`src/rtl/sio_cfg_pkg.sv`:
```
package sio_cfg_pkg;

    // Register indices that the decoder recognises
    localparam logic [7:0] IDX_LDN   = 8'h07;
    localparam logic [7:0] IDX_ACT   = 8'h30;
    localparam logic [7:0] IDX_B0H   = 8'h60;
    localparam logic [7:0] IDX_B0L   = 8'h61;
    localparam logic [7:0] IDX_B1H   = 8'h62;
    localparam logic [7:0] IDX_B1L   = 8'h63;
    localparam logic [7:0] IDX_IRQ   = 8'h70;
    localparam logic [7:0] IDX_TRIG  = 8'h71;
    localparam logic [7:0] IDX_MODE  = 8'hF0;
    localparam logic [3:0] GLOB_HI   = 4'h2;
    localparam int         NUM_GLOB  = 16;

    typedef enum logic [3:0] {
        FLD_NONE,
        FLD_LDN,
        FLD_GLOB,
        FLD_ACT,
        FLD_B0H,
        FLD_B0L,
        FLD_B1H,
        FLD_B1L,
        FLD_IRQ,
        FLD_TRIG,
        FLD_MODE
    } cfg_field_e;

    typedef struct packed {
        logic        act;
        logic [15:0] base0;
        logic [15:0] base1;
        logic [7:0]  irq;
        logic [7:0]  trig;
        logic [7:0]  mode;
    } ldev_cfg_t;

    typedef struct packed {
        logic       wr_idx;
        logic       wr_dat;
        logic       rd_idx;
        logic       rd_dat;
        logic [7:0] data;
    } host_op_t;

    function automatic cfg_field_e decode_index(logic [7:0] idx);
        cfg_field_e f;
        unique case (idx)
            IDX_LDN:  f = FLD_LDN;
            IDX_ACT:  f = FLD_ACT;
            IDX_B0H:  f = FLD_B0H;
            IDX_B0L:  f = FLD_B0L;
            IDX_B1H:  f = FLD_B1H;
            IDX_B1L:  f = FLD_B1L;
            IDX_IRQ:  f = FLD_IRQ;
            IDX_TRIG: f = FLD_TRIG;
            IDX_MODE: f = FLD_MODE;
            default:  f = (idx[7:4] == GLOB_HI) ? FLD_GLOB : FLD_NONE;
        endcase
        return f;
    endfunction

    function automatic logic is_banked(cfg_field_e f);
        return (f != FLD_NONE) && (f != FLD_LDN) && (f != FLD_GLOB);
    endfunction

endpackage

```
`src/rtl/sio_host_decode.sv`:
```
module sio_host_decode
    import sio_cfg_pkg::*;
#(
    parameter int                ADDR_W   = 12,
    parameter logic [ADDR_W-1:0] CFG_BASE = 12'h370
) (
    input  logic [ADDR_W-1:0] host_addr,
    input  logic              host_wr,
    input  logic              host_rd,
    input  logic [7:0]        host_wdata,
    output host_op_t          op
);
    localparam logic [ADDR_W-1:0] DATA_ADDR = CFG_BASE + ADDR_W'(1);

    logic hit_idx, hit_dat;

    always_comb begin
        hit_idx   = (host_addr == CFG_BASE);
        hit_dat   = (host_addr == DATA_ADDR);
        op.wr_idx = host_wr & hit_idx;
        op.wr_dat = host_wr & hit_dat;
        op.rd_idx = host_rd & hit_idx;
        op.rd_dat = host_rd & hit_dat;
        op.data   = host_wdata;
    end
endmodule

```
`src/rtl/sio_unlock_fsm.sv`:
```
module sio_unlock_fsm
    import sio_cfg_pkg::*;
#(
    parameter logic [7:0] KEY        = 8'h87,
    parameter logic [7:0] EXIT       = 8'hAA,
    parameter int         KEY_REPEAT = 2
) (
    input  logic     clk,
    input  logic     rst,
    input  host_op_t op,
    output logic     cfg_open
);
    localparam int CNT_W = $clog2(KEY_REPEAT + 1);
    localparam logic [CNT_W-1:0] LAST = CNT_W'(KEY_REPEAT - 1);

    logic [CNT_W-1:0] key_cnt;

    always_ff @(posedge clk) begin
        if (rst) begin
            cfg_open <= 1'b0;
            key_cnt  <= '0;
        end else if (!cfg_open) begin
            if (op.wr_idx) begin
                if (op.data == KEY) begin
                    if (key_cnt == LAST) begin
                        cfg_open <= 1'b1;
                        key_cnt  <= '0;
                    end else begin
                        key_cnt <= key_cnt + CNT_W'(1);
                    end
                end else begin
                    key_cnt <= '0;
                end
            end else if (op.wr_dat) begin
                key_cnt <= '0;
            end
        end else if (op.wr_idx && op.data == EXIT) begin
            cfg_open <= 1'b0;
        end
    end
endmodule

```
`src/rtl/sio_global_regs.sv`:
```
module sio_global_regs
    import sio_cfg_pkg::*;
#(
    parameter logic [7:0] EXIT = 8'hAA
) (
    input  logic                     clk,
    input  logic                     rst,
    input  logic                     cfg_open,
    input  host_op_t                 op,
    output logic [7:0]               index,
    output logic [7:0]               ldn,
    output cfg_field_e               field,
    output logic [NUM_GLOB-1:0][7:0] glob
);
    always_comb field = decode_index(index);

    always_ff @(posedge clk) begin
        if (rst) begin
            index <= '0;
            ldn   <= '0;
            glob  <= '0;
        end else if (cfg_open) begin
            if (op.wr_idx && op.data != EXIT)
                index <= op.data;
            if (op.wr_dat) begin
                if (field == FLD_LDN)
                    ldn <= op.data;
                if (field == FLD_GLOB)
                    glob[index[3:0]] <= op.data;
            end
        end
    end
endmodule

```
`src/rtl/sio_ldev_bank.sv`:
```
module sio_ldev_bank
    import sio_cfg_pkg::*;
(
    input  logic       clk,
    input  logic       rst,
    input  logic       wr_en,
    input  cfg_field_e field,
    input  logic [7:0] wdata,
    output ldev_cfg_t  cfg
);
    always_ff @(posedge clk) begin
        if (rst) begin
            cfg <= '0;
        end else if (wr_en) begin
            case (field)
                FLD_ACT:  cfg.act         <= wdata[0];
                FLD_B0H:  cfg.base0[15:8] <= wdata;
                FLD_B0L:  cfg.base0[7:0]  <= wdata;
                FLD_B1H:  cfg.base1[15:8] <= wdata;
                FLD_B1L:  cfg.base1[7:0]  <= wdata;
                FLD_IRQ:  cfg.irq         <= wdata;
                FLD_TRIG: cfg.trig        <= wdata;
                FLD_MODE: cfg.mode        <= wdata;
                default:  ;
            endcase
        end
    end
endmodule

```
`src/rtl/sio_cfg_port.sv`:
```
module sio_cfg_port
    import sio_cfg_pkg::*;
#(
    parameter int                ADDR_W     = 12,
    parameter logic [ADDR_W-1:0] CFG_BASE   = 12'h370,
    parameter int                NUM_LDEV   = 9,
    parameter logic [7:0]        KEY        = 8'h87,
    parameter logic [7:0]        EXIT       = 8'hAA,
    parameter int                KEY_REPEAT = 2
) (
    input  logic                          clk,
    input  logic                          rst,
    input  logic [ADDR_W-1:0]             host_addr,
    input  logic                          host_wr,
    input  logic                          host_rd,
    input  logic [7:0]                    host_wdata,
    output logic [7:0]                    host_rdata,
    output logic                          cfg_open,
    output logic [NUM_LDEV-1:0]           dev_active,
    output logic [NUM_LDEV-1:0][15:0]     dev_base0,
    output logic [NUM_LDEV-1:0][15:0]     dev_base1,
    output logic [NUM_LDEV-1:0][7:0]      dev_irq,
    output logic [NUM_LDEV-1:0][7:0]      dev_trig,
    output logic [NUM_LDEV-1:0][7:0]      dev_mode,
    output logic [NUM_GLOB-1:0][7:0]      glob_regs
);
    host_op_t   op;
    logic [7:0] index, ldn;
    cfg_field_e field;
    ldev_cfg_t  bank [NUM_LDEV];
    ldev_cfg_t  sel_cfg;
    logic       bank_wr;

    sio_host_decode #(.ADDR_W(ADDR_W), .CFG_BASE(CFG_BASE)) dec_i (
        .host_addr (host_addr),
        .host_wr   (host_wr),
        .host_rd   (host_rd),
        .host_wdata(host_wdata),
        .op        (op)
    );

    sio_unlock_fsm #(.KEY(KEY), .EXIT(EXIT), .KEY_REPEAT(KEY_REPEAT)) key_i (
        .clk     (clk),
        .rst     (rst),
        .op      (op),
        .cfg_open(cfg_open)
    );

    sio_global_regs #(.EXIT(EXIT)) glob_i (
        .clk     (clk),
        .rst     (rst),
        .cfg_open(cfg_open),
        .op      (op),
        .index   (index),
        .ldn     (ldn),
        .field   (field),
        .glob    (glob_regs)
    );

    always_comb bank_wr = cfg_open & op.wr_dat & is_banked(field);

    for (genvar d = 0; d < NUM_LDEV; d++) begin : g_bank
        sio_ldev_bank bank_i (
            .clk  (clk),
            .rst  (rst),
            .wr_en(bank_wr && (ldn == 8'(d))),
            .field(field),
            .wdata(op.data),
            .cfg  (bank[d])
        );
        assign dev_active[d] = bank[d].act;
        assign dev_base0[d]  = bank[d].base0;
        assign dev_base1[d]  = bank[d].base1;
        assign dev_irq[d]    = bank[d].irq;
        assign dev_trig[d]   = bank[d].trig;
        assign dev_mode[d]   = bank[d].mode;
    end

    // Bank of the selected device; zero when the number is out of range
    always_comb begin
        sel_cfg = '0;
        for (int d = 0; d < NUM_LDEV; d++)
            if (ldn == 8'(d))
                sel_cfg = bank[d];
    end

    always_comb begin
        host_rdata = 8'h00;
        if (op.rd_idx || op.rd_dat) begin
            if (!cfg_open) begin
                host_rdata = 8'hFF;
            end else if (op.rd_idx) begin
                host_rdata = index;
            end else begin
                case (field)
                    FLD_LDN:  host_rdata = ldn;
                    FLD_GLOB: host_rdata = glob_regs[index[3:0]];
                    FLD_ACT:  host_rdata = {7'b0, sel_cfg.act};
                    FLD_B0H:  host_rdata = sel_cfg.base0[15:8];
                    FLD_B0L:  host_rdata = sel_cfg.base0[7:0];
                    FLD_B1H:  host_rdata = sel_cfg.base1[15:8];
                    FLD_B1L:  host_rdata = sel_cfg.base1[7:0];
                    FLD_IRQ:  host_rdata = sel_cfg.irq;
                    FLD_TRIG: host_rdata = sel_cfg.trig;
                    FLD_MODE: host_rdata = sel_cfg.mode;
                    default:  host_rdata = 8'h00;
                endcase
            end
        end
    end
endmodule

```
`config.mk`:
```
export PLATFORM = sky130hd
export DESIGN_NAME = sio_cfg_port
export DESIGN_NICKNAME = d
export VERILOG_FILES = /design/src/rtl/sio_cfg_pkg.sv /design/src/rtl/sio_host_decode.sv /design/src/rtl/sio_unlock_fsm.sv /design/src/rtl/sio_global_regs.sv /design/src/rtl/sio_ldev_bank.sv /design/src/rtl/sio_cfg_port.sv
export SDC_FILE = /design/constraint.sdc
export NUM_CORES = 2
export LEC_CHECK = 0
export BUFFER_PORTS_ARGS = -buffer_cell sky130_fd_sc_hd__buf_4
export CORE_UTILIZATION = 30
export CTS_CLUSTER_DIAMETER = 30
export CTS_CLUSTER_SIZE = 24
export DETAILED_ROUTE_END_ITERATION = 10
export PLACE_DENSITY = 0.47
export SYNTH_ARGS = -nofsm -noshare
export SYNTH_HDL_FRONTEND = slang
export SYNTH_SLANG_ARGS = --single-unit
```
`constraint.sdc`:
```
create_clock -name clk -period 9.1 [get_ports clk]
set_input_delay 1.82 -clock clk [delete_from_list [all_inputs] [get_ports clk]]
set_output_delay 1.82 -clock clk [all_outputs]
set_load 0.05 [all_outputs]
```
==> results.yml <==
run_status:
  outcome: "complete, but fails checks"
  violations: "max-capacitance violations"
yosys:
  synth_fa_ha_area_share_pct: 0.0333
  yosysSeqAreaShare_pct: 44.0
  synth_ff_type: "dfxtp_1"
  yosys_warnings: 0
  ys_ff_latch: 660
  synth_mux_area_share_pct: 13.2
  synth_top_family_by_area: "simple AND/OR/NAND/NOR gates"
  synth_edf_count: 0
  synthArstFlopShare_pct: 0
  synth_cell_types: 81
  synthesis.area_um2: 30000
  synth_compound_area_share_pct: 17.0
  synth_xor_area_share_pct: 0
  yosys.area_share.simple_pct: 21.8
  synthCells: 3707
  synth_nets: 3731
  avgSynthCellArea_um2: 8.10
power_and_ir_drop:
  p_leak_nw: 16.2
  power_density_nw_per_um2: 227
  irDropWorstVdd_mv: 0.146
global_routing:
  gr-usage-all-layers_pct: 34.4
  grt_max_degree: 207
  overflow: 0
  grt_pass1_wl_mm: 251
  antenna_found_initial: 5
  grt_pass1_vias: 30700
place:
  port_buffers: 673
  post-dp-hpwl_mm: 131
  gp_congestion: 1.02
hold_path:
  min_from: "glob_i.glob[89]"
  hp-class: "flip-flop to flip-flop"
cts:
  cts_setup_buffers: 0
  worstSkewPairLatency_ns: 0.78
  cts_root_buf: "clkbuf_16"
  cts_buffer_depth: 3
  cts_hold_buf: 0
  cts_made_buffers: 173
  tritoncts: "done"
  cts_num_sinks: 660
  htree_levels: 4
  worst_setup_hold_path_clk_slew_ns: 0.05
  ctsResizeCount: 0
detailed_routing:
  ant_nets: 0
  route.detailed.drc: 0
  wirelength_mm: 181
  first_pass_iters: 8
  wl_per_cell_um: 31.4
  num_vias: 33000
  viasPerCell: 5.72
  drt_iter0_markers: 4239
sta:
  max_freq_mhz: 138
  setup_viol: 0
  maxSlewHeadroom_pct: 1.79
  final_max_slew_viol_count: 0
  hold_viol: 0
  rsz0062_at_grt: "false"
  layout_min_cycle_time_ns: 7.25
  skew_ns: 0.0441
  setup_tns_ns: 0
  tightest_slew_ns: 1.46
  post-route-period-util_pct: 79.7
floorplan:
  die-area_um2: 101000
  row_count: 115
  io_pins: 674
  coreArea_um2: 98700
  die_y_um: 318
  start_util_pct: 30.4
  dieWidth_um: 318
worst_setup_path:
  crit_chain: "or4_1 -> nor2_4 -> buf_4 -> a22o_1 -> o22ai_1 -> a21oi_1 -> nor4_1 -> a311oi_1 -> buf_4"
  arrival_ns: 5.43
  cp_slowest_cell: "a311oi_1"
  crit_type: "flip-flop to output pin"
  crit_start: "glob_i.ldn[3]"
  cpLargestDelayFamily: "simple AND/OR/NAND/NOR gates"
  cp-end-kind: "output pin"
  r2r-start: "glob_i.ldn[3]"
  cp.required_ns: 7.28
  path_common_cell: "buf_4"
  critical_path_buf_inv_count: 2
  cpPeakStageDelay_ns: 0.99
  cp_max_fo: 21
  cp-start-kind: "flip-flop"
job:
  maxCapViolCount: 1
final_layout:
  final_cell_mix: "985 x nand2_1, 744 x buf_4, 656 x dfxtp_1"
  layout_commonest_cell: "nand2_1"
  finalCoreUtilization_pct: 43.2
  area_growth_pct: 42.0
  nets: 4360
  diodes: 0
  drive_above_1_share_pct: 26.2
-- layout make-up --
| cell class | instances | area (µm²) |
|---|---|---|
| clock inverters | 95 | 1390 |
| multi-input cells | 2740 | 15700 |
| inverters | 12 | 45.0 |
| repair buffers | 749 | 5680 |
| fillers | 9965 | 56100 |
| flip-flops and latches | 660 | 13200 |
| clock buffers | 228 | 4980 |
| well taps | 1287 | 1610 |
-- per-stage QoR --
stage / area, µm² / power, mW / hold WS, ns / setup WS, ns / cells
2_1_floorplan: 30000 / 3.04 / 0.458 / 3.05 / 3707
3_3_place_gp: 36200 / 3.10 / 0.455 / 2.40 / 5448
3_5_place_dp: 36200 / 3.10 / 0.461 / 2.41 / 5448
4_1_cts: 42600 / 9.70 / 0.467 / 2.10 / 5771
5_1_grt: 42600 / 9.87 / 0.480 / 1.73 / 5771
6_report: 42600 / 9.67 / 0.467 / 1.85 / 5771
-- flip-flops by register name (all words and copies together), names as in the netlist --
register / cells
g_bank.bank_i.cfg: 513
glob_i.glob: 128
glob_i.index: 8
glob_i.ldn: 8
key_i.cfg_open: 1
key_i.key_cnt: 2
-- power by group --
group / internal [mW] / switching, mW
registers: 2.90 / 0.00000000303
logic: 0.0177 / 0.133
clock network: 4.60 / 2.02
-- worst paths after layout --
| path | end | slack [ns] | cells after the start |
|---|---|---|---|
| max | host_rdata[1] | 1.85 | 9 |
| min reg2reg | glob_i.glob[89] | 0.47 | 2 |
| max reg2reg | g_bank[5].bank_i.cfg[2] | 4.65 | 7 |
| min | glob_i.glob[89] | 0.47 | 2 |
-- tightest hold or removal path, delay by kind of cell (launching register included) --
kind            cells  cell delay (ns)
simple gates        1             0.05
compound gates      1             0.05
flops               1             0.31
-- layer usage --
layer  part of all wire [%]  vias up  wire (µm)  GRT usage [%]
met2                     44     2120      79500           52.2
met1                     39    16200      71600           43.1
met4                    5.3        8       9580           17.3
met5                  0.029        -         53              0
li1                       -    14200          -              -
met3                     11      462      20800           12.0
-- cells in the mapped netlist, drive strengths merged, types with 14 or more instances --
cell type,number,area [µm²]
nand2,985,3700
dfxtp,660,13200
a21oi,537,2690
nor2,291,1090
clkbuf,255,957
mux2i,254,2540
nor3,91,510
nand3,69,345
o21ai,61,309
mux4,51,1150
a22oi,46,345
buf,40,186
o22ai,28,175
mux2,24,270
and2,22,138
nand2b,21,131
o2bb2ai,20,175
nor2b,15,93.8
a31oi,14,87.6
o211ai,14,105
-- cells by family (layout without fill, tap and decap cells) --
| group | Yosys count | after routing |
|---|---|---|
| AO/OA/AOI/OAI | 847 | 847 |
| adder cells (fa/ha/maj) | 1 | 1 |
| buffers and inverters | 307 | 1084 |
| flip-flops | 660 | 660 |
| multiplexers | 329 | 329 |
| AND/OR/NAND/NOR | 1563 | 1563 |
No activity file was read; power rests on OpenSTA's default activity.
